### config.mk
export PLATFORM = sky130hd
export DESIGN_NAME = excl_access_unit
export DESIGN_NICKNAME = d
export VERILOG_FILES = /design/src/rtl/excl_pkg.sv /design/src/rtl/excl_decode.sv /design/src/rtl/excl_load_align.sv /design/src/rtl/excl_resv_track.sv /design/src/rtl/excl_mem_seq.sv /design/src/rtl/excl_access_unit.sv
export SDC_FILE = /design/constraint.sdc
export NUM_CORES = 1
export LEC_CHECK = 0
export CAP_MARGIN = 0
export CORE_MARGIN = 2
export CORE_UTILIZATION = 44
export DETAILED_ROUTE_END_ITERATION = 8
export GPL_ROUTABILITY_DRIVEN = 1
export PLACE_DENSITY = 0.81
export SYNTH_ARGS = -nofsm -noshare
export SYNTH_HDL_FRONTEND = slang
export SYNTH_HIERARCHICAL = 1
export SYNTH_SLANG_ARGS = --single-unit
### constraint.sdc
create_clock -name clk -period 1.95 [get_ports clk]
set_input_delay 0.2925 -clock clk [delete_from_list [all_inputs] [get_ports clk]]
set_output_delay 0.2925 -clock clk [all_outputs]
set_load 0.005 [all_outputs]
### src/rtl/excl_pkg.sv
package excl_pkg;

  localparam logic [1:0] SZ_BYTE = 2'd0;
  localparam logic [1:0] SZ_HALF = 2'd1;
  localparam logic [1:0] SZ_WORD = 2'd2;

  typedef enum logic [1:0] {
    ST_IDLE = 2'd0,
    ST_REQ  = 2'd1,
    ST_RSP  = 2'd2,
    ST_RES  = 2'd3
  } seq_state_e;

  typedef struct packed {
    logic       store;
    logic       excl;
    logic       rev;
    logic [1:0] size;
  } op_attr_t;

endpackage

### src/rtl/excl_decode.sv
module excl_decode
  import excl_pkg::*;
#(
  parameter int ADDR_W   = 32,
  parameter int DATA_W   = 32,
  parameter int FUNC_W   = 11,
  parameter int EXCL_BIT = 10,
  parameter int REV_BIT  = 9
) (
  input  logic                op_store,
  input  logic [FUNC_W-1:0]   op_func,
  input  logic [1:0]          op_size,
  input  logic [ADDR_W-1:0]   op_addr,
  input  logic [DATA_W-1:0]   op_wdata,
  output op_attr_t            attr,
  output logic [ADDR_W-1:0]   eff_addr,
  output logic [DATA_W/8-1:0] lane_be,
  output logic [DATA_W-1:0]   lane_wdata
);
  localparam int BYTES = DATA_W / 8;
  localparam int LSB_W = $clog2(BYTES);
  localparam int HALFS = BYTES / 2;
  localparam logic [LSB_W-1:0] LO_ALL  = '1;
  localparam logic [LSB_W-1:0] LO_HALF = {{(LSB_W-1){1'b1}}, 1'b0};

  logic             is_excl;
  logic             is_rev;
  logic [1:0]       eff_size;
  logic [LSB_W-1:0] lo_in;
  logic [LSB_W-1:0] lo_out;
  logic [DATA_W-1:0] swapped;
  logic             func_unused;

  assign is_excl     = op_func[EXCL_BIT];
  assign is_rev      = op_func[REV_BIT];
  assign func_unused = ^op_func;
  assign lo_in       = op_addr[LSB_W-1:0];

  always_comb begin
    if (is_excl || op_size == 2'd3) eff_size = SZ_WORD;
    else                            eff_size = op_size;
  end

  assign attr = '{store: op_store, excl: is_excl, rev: is_rev, size: eff_size};

  always_comb begin
    if (is_excl)                           lo_out = '0;
    else if (is_rev && eff_size == SZ_BYTE) lo_out = lo_in ^ LO_ALL;
    else if (is_rev && eff_size == SZ_HALF) lo_out = lo_in ^ LO_HALF;
    else                                   lo_out = lo_in;
  end

  assign eff_addr = {op_addr[ADDR_W-1:LSB_W], lo_out};

  for (genvar g = 0; g < BYTES; g++) begin : g_swap
    assign swapped[8*g +: 8] = op_wdata[8*(BYTES-1-g) +: 8];
  end

  always_comb begin
    for (int i = 0; i < BYTES; i++) begin
      case (eff_size)
        SZ_BYTE: lane_be[i] = (lo_out == LSB_W'(i));
        SZ_HALF: lane_be[i] = (lo_out[LSB_W-1:1] == (LSB_W-1)'(i / 2));
        default: lane_be[i] = 1'b1;
      endcase
    end
  end

  always_comb begin
    case (eff_size)
      SZ_BYTE: lane_wdata = {BYTES{op_wdata[7:0]}};
      SZ_HALF: lane_wdata = {HALFS{op_wdata[15:0]}};
      default: lane_wdata = is_rev ? swapped : op_wdata;
    endcase
  end

endmodule

### src/rtl/excl_load_align.sv
module excl_load_align
  import excl_pkg::*;
#(
  parameter int DATA_W = 32
) (
  input  op_attr_t                    attr,
  input  logic [$clog2(DATA_W/8)-1:0] lo,
  input  logic [DATA_W-1:0]           rdata,
  output logic [DATA_W-1:0]           result
);
  localparam int BYTES = DATA_W / 8;
  localparam int LSB_W = $clog2(BYTES);

  logic [DATA_W-1:0] swapped;
  logic [DATA_W-1:0] byte_sh;
  logic [DATA_W-1:0] half_sh;
  logic              attr_unused;

  assign attr_unused = attr.store ^ attr.excl;

  for (genvar g = 0; g < BYTES; g++) begin : g_swap
    assign swapped[8*g +: 8] = rdata[8*(BYTES-1-g) +: 8];
  end

  assign byte_sh = rdata >> {lo, 3'b000};
  assign half_sh = rdata >> {lo[LSB_W-1:1], 4'b0000};

  always_comb begin
    case (attr.size)
      SZ_BYTE: result = {{(DATA_W-8){1'b0}}, byte_sh[7:0]};
      SZ_HALF: result = {{(DATA_W-16){1'b0}}, half_sh[15:0]};
      default: result = attr.rev ? swapped : rdata;
    endcase
  end

endmodule

### src/rtl/excl_resv_track.sv
module excl_resv_track (
  input  logic clk,
  input  logic rst_n,
  input  logic trap_take,
  input  logic st_accept_excl,
  input  logic st_accept_fail,
  input  logic st_write_ok,
  input  logic ld_done_excl,
  input  logic ld_killed,
  output logic resv_q,
  output logic carry_q
);

  always_ff @(posedge clk or negedge rst_n) begin
    if (!rst_n) begin
      resv_q <= 1'b0;
    end else if (trap_take || st_accept_excl) begin
      resv_q <= 1'b0;
    end else if (ld_done_excl && !ld_killed) begin
      resv_q <= 1'b1;
    end
  end

  always_ff @(posedge clk or negedge rst_n) begin
    if (!rst_n) begin
      carry_q <= 1'b0;
    end else if (ld_done_excl) begin
      carry_q <= 1'b0;
    end else if (st_accept_fail) begin
      carry_q <= 1'b1;
    end else if (st_write_ok) begin
      carry_q <= 1'b0;
    end
  end

endmodule

### src/rtl/excl_mem_seq.sv
module excl_mem_seq
  import excl_pkg::*;
#(
  parameter int ADDR_W = 32,
  parameter int DATA_W = 32
) (
  input  logic                clk,
  input  logic                rst_n,
  input  logic                op_valid,
  output logic                op_ready,
  input  op_attr_t            dec_attr,
  input  logic [ADDR_W-1:0]   dec_addr,
  input  logic [DATA_W/8-1:0] dec_be,
  input  logic [DATA_W-1:0]   dec_wdata,
  input  logic                resv_q,
  input  logic                trap_take,
  output logic                mem_req_valid,
  input  logic                mem_req_ready,
  output logic                mem_req_write,
  output logic [ADDR_W-1:0]   mem_req_addr,
  output logic [DATA_W/8-1:0] mem_req_be,
  output logic [DATA_W-1:0]   mem_req_wdata,
  input  logic                mem_rsp_valid,
  input  logic [DATA_W-1:0]   mem_rsp_data,
  output logic                res_valid,
  input  logic                res_ready,
  output op_attr_t            cap_attr,
  output logic [DATA_W-1:0]   cap_rdata,
  output logic                st_accept_excl,
  output logic                st_accept_fail,
  output logic                st_write_ok,
  output logic                ld_done_excl,
  output logic                ld_killed
);
  seq_state_e state_q;
  seq_state_e state_d;
  logic [ADDR_W-1:0]   addr_q;
  logic [DATA_W/8-1:0] be_q;
  logic [DATA_W-1:0]   wdata_q;
  logic                kill_q;
  logic                accept;
  logic                resv_live;
  logic                req_fire;
  logic                rsp_take;

  assign op_ready  = (state_q == ST_IDLE);
  assign accept    = op_valid && op_ready;
  assign resv_live = resv_q && !trap_take;
  assign req_fire  = (state_q == ST_REQ) && mem_req_ready;
  assign rsp_take  = (state_q == ST_RSP) && mem_rsp_valid;

  assign st_accept_excl = accept && dec_attr.store && dec_attr.excl;
  assign st_accept_fail = st_accept_excl && !resv_live;
  assign st_write_ok    = req_fire && cap_attr.store && cap_attr.excl;
  assign ld_done_excl   = rsp_take && cap_attr.excl;
  assign ld_killed      = kill_q || trap_take;

  always_comb begin
    state_d = state_q;
    case (state_q)
      ST_IDLE: if (accept) state_d = st_accept_fail ? ST_IDLE : ST_REQ;
      ST_REQ:  if (mem_req_ready) state_d = cap_attr.store ? ST_IDLE : ST_RSP;
      ST_RSP:  if (mem_rsp_valid) state_d = ST_RES;
      ST_RES:  if (res_ready) state_d = ST_IDLE;
      default: state_d = ST_IDLE;
    endcase
  end

  always_ff @(posedge clk or negedge rst_n) begin
    if (!rst_n) begin
      state_q   <= ST_IDLE;
      cap_attr  <= '0;
      addr_q    <= '0;
      be_q      <= '0;
      wdata_q   <= '0;
      cap_rdata <= '0;
      kill_q    <= 1'b0;
    end else begin
      state_q <= state_d;
      if (accept) begin
        cap_attr <= dec_attr;
        addr_q   <= dec_addr;
        be_q     <= dec_be;
        wdata_q  <= dec_wdata;
        kill_q   <= 1'b0;
      end else if (trap_take && !op_ready) begin
        kill_q <= 1'b1;
      end
      if (rsp_take) cap_rdata <= mem_rsp_data;
    end
  end

  assign mem_req_valid = (state_q == ST_REQ);
  assign mem_req_write = cap_attr.store;
  assign mem_req_addr  = addr_q;
  assign mem_req_be    = be_q;
  assign mem_req_wdata = wdata_q;
  assign res_valid     = (state_q == ST_RES);

endmodule

### src/rtl/excl_access_unit.sv
module excl_access_unit
  import excl_pkg::*;
#(
  parameter int ADDR_W   = 32,
  parameter int DATA_W   = 32,
  parameter int FUNC_W   = 11,
  parameter int EXCL_BIT = 10,
  parameter int REV_BIT  = 9,
  parameter int FLAG_W   = 32,
  parameter int RESV_POS = 24
) (
  input  logic                clk,
  input  logic                rst_n,
  input  logic                op_valid,
  output logic                op_ready,
  input  logic                op_store,
  input  logic [FUNC_W-1:0]   op_func,
  input  logic [1:0]          op_size,
  input  logic [ADDR_W-1:0]   op_addr,
  input  logic [DATA_W-1:0]   op_wdata,
  input  logic                trap_take,
  output logic                mem_req_valid,
  input  logic                mem_req_ready,
  output logic                mem_req_write,
  output logic [ADDR_W-1:0]   mem_req_addr,
  output logic [DATA_W/8-1:0] mem_req_be,
  output logic [DATA_W-1:0]   mem_req_wdata,
  input  logic                mem_rsp_valid,
  input  logic [DATA_W-1:0]   mem_rsp_data,
  output logic                res_valid,
  input  logic                res_ready,
  output logic [DATA_W-1:0]   res_data,
  output logic                carry_flag,
  output logic [FLAG_W-1:0]   flag_word
);
  localparam int BYTES = DATA_W / 8;
  localparam int LSB_W = $clog2(BYTES);

  op_attr_t            dec_attr;
  logic [ADDR_W-1:0]   dec_addr;
  logic [BYTES-1:0]    dec_be;
  logic [DATA_W-1:0]   dec_wdata;
  op_attr_t            cap_attr;
  logic [DATA_W-1:0]   cap_rdata;
  logic                resv_q;
  logic                carry_q;
  logic                st_accept_excl;
  logic                st_accept_fail;
  logic                st_write_ok;
  logic                ld_done_excl;
  logic                ld_killed;

  excl_decode #(
    .ADDR_W(ADDR_W), .DATA_W(DATA_W), .FUNC_W(FUNC_W),
    .EXCL_BIT(EXCL_BIT), .REV_BIT(REV_BIT)
  ) u_decode (
    .op_store  (op_store),
    .op_func   (op_func),
    .op_size   (op_size),
    .op_addr   (op_addr),
    .op_wdata  (op_wdata),
    .attr      (dec_attr),
    .eff_addr  (dec_addr),
    .lane_be   (dec_be),
    .lane_wdata(dec_wdata)
  );

  excl_mem_seq #(.ADDR_W(ADDR_W), .DATA_W(DATA_W)) u_seq (
    .clk           (clk),
    .rst_n         (rst_n),
    .op_valid      (op_valid),
    .op_ready      (op_ready),
    .dec_attr      (dec_attr),
    .dec_addr      (dec_addr),
    .dec_be        (dec_be),
    .dec_wdata     (dec_wdata),
    .resv_q        (resv_q),
    .trap_take     (trap_take),
    .mem_req_valid (mem_req_valid),
    .mem_req_ready (mem_req_ready),
    .mem_req_write (mem_req_write),
    .mem_req_addr  (mem_req_addr),
    .mem_req_be    (mem_req_be),
    .mem_req_wdata (mem_req_wdata),
    .mem_rsp_valid (mem_rsp_valid),
    .mem_rsp_data  (mem_rsp_data),
    .res_valid     (res_valid),
    .res_ready     (res_ready),
    .cap_attr      (cap_attr),
    .cap_rdata     (cap_rdata),
    .st_accept_excl(st_accept_excl),
    .st_accept_fail(st_accept_fail),
    .st_write_ok   (st_write_ok),
    .ld_done_excl  (ld_done_excl),
    .ld_killed     (ld_killed)
  );

  excl_load_align #(.DATA_W(DATA_W)) u_align (
    .attr  (cap_attr),
    .lo    (mem_req_addr[LSB_W-1:0]),
    .rdata (cap_rdata),
    .result(res_data)
  );

  excl_resv_track u_track (
    .clk           (clk),
    .rst_n         (rst_n),
    .trap_take     (trap_take),
    .st_accept_excl(st_accept_excl),
    .st_accept_fail(st_accept_fail),
    .st_write_ok   (st_write_ok),
    .ld_done_excl  (ld_done_excl),
    .ld_killed     (ld_killed),
    .resv_q        (resv_q),
    .carry_q       (carry_q)
  );

  assign carry_flag = carry_q;

  always_comb begin
    flag_word           = '0;
    flag_word[RESV_POS] = resv_q;
  end

endmodule

==> results.cfg <==
[cts]
cts_sinks = 110
cts_tree = built
htreeDepth = 3
clk_latency_ns = 0.35
clock_path_buffers = 2
cts_buffers = 9
clk_pin_slew_ns = 0.07
clock-root-buffer = clkbuf_16

[sta]
grt_setup_unrepaired = yes
worst_slew_pin_slew_ns = 0.571
fin_worst_skew_ns = 0.00707
slew_viol_final = 0
period_needed_ns = 1.99
setup_violations = 1
relSlewSlack = 0.620
finalCritPeriodShare = 1.02
hold_viol = 0
worst_slack_ns = -0.0382
fmax_ghz = 0.503

[routing]
drcViolationCount = 0
postRouteAntennaNets = 0
via_per_inst = 5.17
wl_microns = 16700
via_count = 4851
drt_iter0_drc = 288
wire_per_inst_microns = 17.8
drtPass1Iterations = 5

[power]
power.total_uw = 13600
p_leak_uw = 0.00389
ir_worst_vdd_mv = 0.699
power_density_mw_per_mm2 = 1520

[run_status]
violations = negative setup slack
outcome = finished, violations left

[global_route]
grt_start_max_net_pins = 44
gr-total-overflow = 0
grt_pass1_wl_microns = 25800
grt_usage = 0.218
grt_pass1_vias = 4995
grt_antenna_before_repair = 1

[synthesis]
avgSynthCellArea_sq_um = 11.7
netlist_instances = 542
synth_warnings = 6
syn-cell-area_sq_mm = 0.00634

[final_layout]
final_nets = 871
synthToLayoutAreaGrowth_pct = 41.2
drive_above_1_share = 0.256
diodes = 0

[setup_path]
timing.rr.end = u_seq/cap_attr[0]$_DFFE_PN0P_
path_class = flop to primary output
r2r_slack_ns = 0.36
end_kind = primary output
arrival_ns = 1.70
cp-start-kind = flop
reg2reg_depth = 3
cp_max_fo = 6
crit_required_ns = 1.66

[die]
die_h_microns = 124
coreArea_sq_mm = 0.0140
design.die.area_sq_mm = 0.0154
die_x_microns = 124
fp-row-count = 43
io_pins = 254
start_util = 0.454

[placement]
portBuffers = 213
dp_hpwl_microns = 12300
gp_congestion = 0.900
dp_worst_setup_slack_ns = -0.245

[flow_run]
maxCapViolCount = 0

[min_path]
min_path_type = input pin to asynchronous set/reset pin
[stage by stage]
stage / instance area, sq um / util / hold WS [ns] / setup TNS (ns) / std cells
2_1_floorplan: 6460 / - / -0.00309 / 0 / 572
3_3_place_gp: 8420 / 0.602 / 0.309 / -1.67 / 904
3_5_place_dp: 8420 / 0.602 / 0.311 / -2.41 / 904
4_1_cts: 8890 / 0.636 / 0.480 / -1.18 / 930
5_1_grt: 8960 / 0.641 / 0.501 / -0.623 / 938
6_report: 8960 / 0.641 / 0.470 / -0.0382 / 938
[where the power goes]
group | internal (uW) | switching [uW]
registers | 3450 | 908
clock network | 1290 | 820
logic | 4480 | 2640
total | 9220 | 4370
[worst max-delay path by stage]
stage / startpoint / end / depth (start not counted)
finish: u_seq/cap_attr[2]$_DFFE_PN0P_ / res_data[7] / 5
global placement: u_seq/cap_attr[0]$_DFFE_PN0P_ / res_data[4] / 4
CTS: u_seq/cap_attr[2]$_DFFE_PN0P_ / res_data[5] / 7
floorplan: flop / u_seq/mem_req_addr[0]$_DFFE_PN0P_ / 5
global route: u_seq/cap_attr[2]$_DFFE_PN0P_ / res_data[7] / 5
detailed placement: u_seq/cap_attr[0]$_DFFE_PN0P_ / res_data[4] / 4
[layout by cell type (no fill, tap or decap), types with 7 or more instances in the layout]
master / n
conb_1: 31
buf_6: 7
dlygate4sd2_1: 7
mux2_1: 37
buf_2: 12
nor2b_1: 21
o21ai_0: 16
buf_4: 34
nor2_1: 8
o32ai_1: 8
mux2_2: 80
clkbuf_16: 9
clkbuf_2: 7
o22ai_1: 8
dfrtp_1: 106
buf_12: 11
a21oi_1: 17
nand2_1: 19
clkdlybuf4s50_1: 180
inv_1: 22
mux2i_1: 46
[state kept, by name, indices dropped and copies added (netlist names), named ones only]
register and cells:
u_seq/mem_req_write 1, u_seq/mem_req_wdata 32, u_track/carry_q 1, u_seq/cap_attr 4
u_seq/mem_req_be 4, u_track/resv_q 1, u_seq/mem_req_addr 32, u_seq/kill_q 1
u_seq/state_q 1, u_seq/cap_rdata 32
[cell type report]
| type | instances | area, sq um |
|---|---|---|
| Clock buffer | 10 | 239 |
| Clock inverter | 5 | 108 |
| Fill cell | 1095 | 5030 |
| Inverter | 22 | 82.6 |
| Multi-Input combinational cell | 344 | 2940 |
| Sequential cell | 110 | 2760 |
| Tap cell | 180 | 225 |
| Timing Repair Buffer | 267 | 2610 |
[critical path, stage by stage, from the launching register on]
cell and delay (ns):
dfrtp_2 0.46, buf_12 0.16, buf_6 0.11, mux2i_1 0.12, a222oi_1 0.32, buf_2 0.17
[per-layer routing]
layer | wire, microns | track usage | part of all wire | up-vias
li1 | - | - | - | 2221
met1 | 6370 | 0.255 | 0.38 | 2385
met2 | 8650 | 0.384 | 0.52 | 213
met3 | 1300 | 0.0549 | 0.078 | 30
met4 | 380 | 0.0836 | 0.023 | 2
met5 | 13 | 0 | 0.00078 | -
[timing repair]
item | in CTS | in global routing
pin swaps | 5 | 8
hold buffers | 1 | 0
setup buffers | 9 | 10
cloned | 1 | 0
endpoints found under the hold margin | 34 | 0
gates resized for setup | 86 | 41
setup endpoints to repair | 32 | 29
Power figures use the tool's default switching activity.
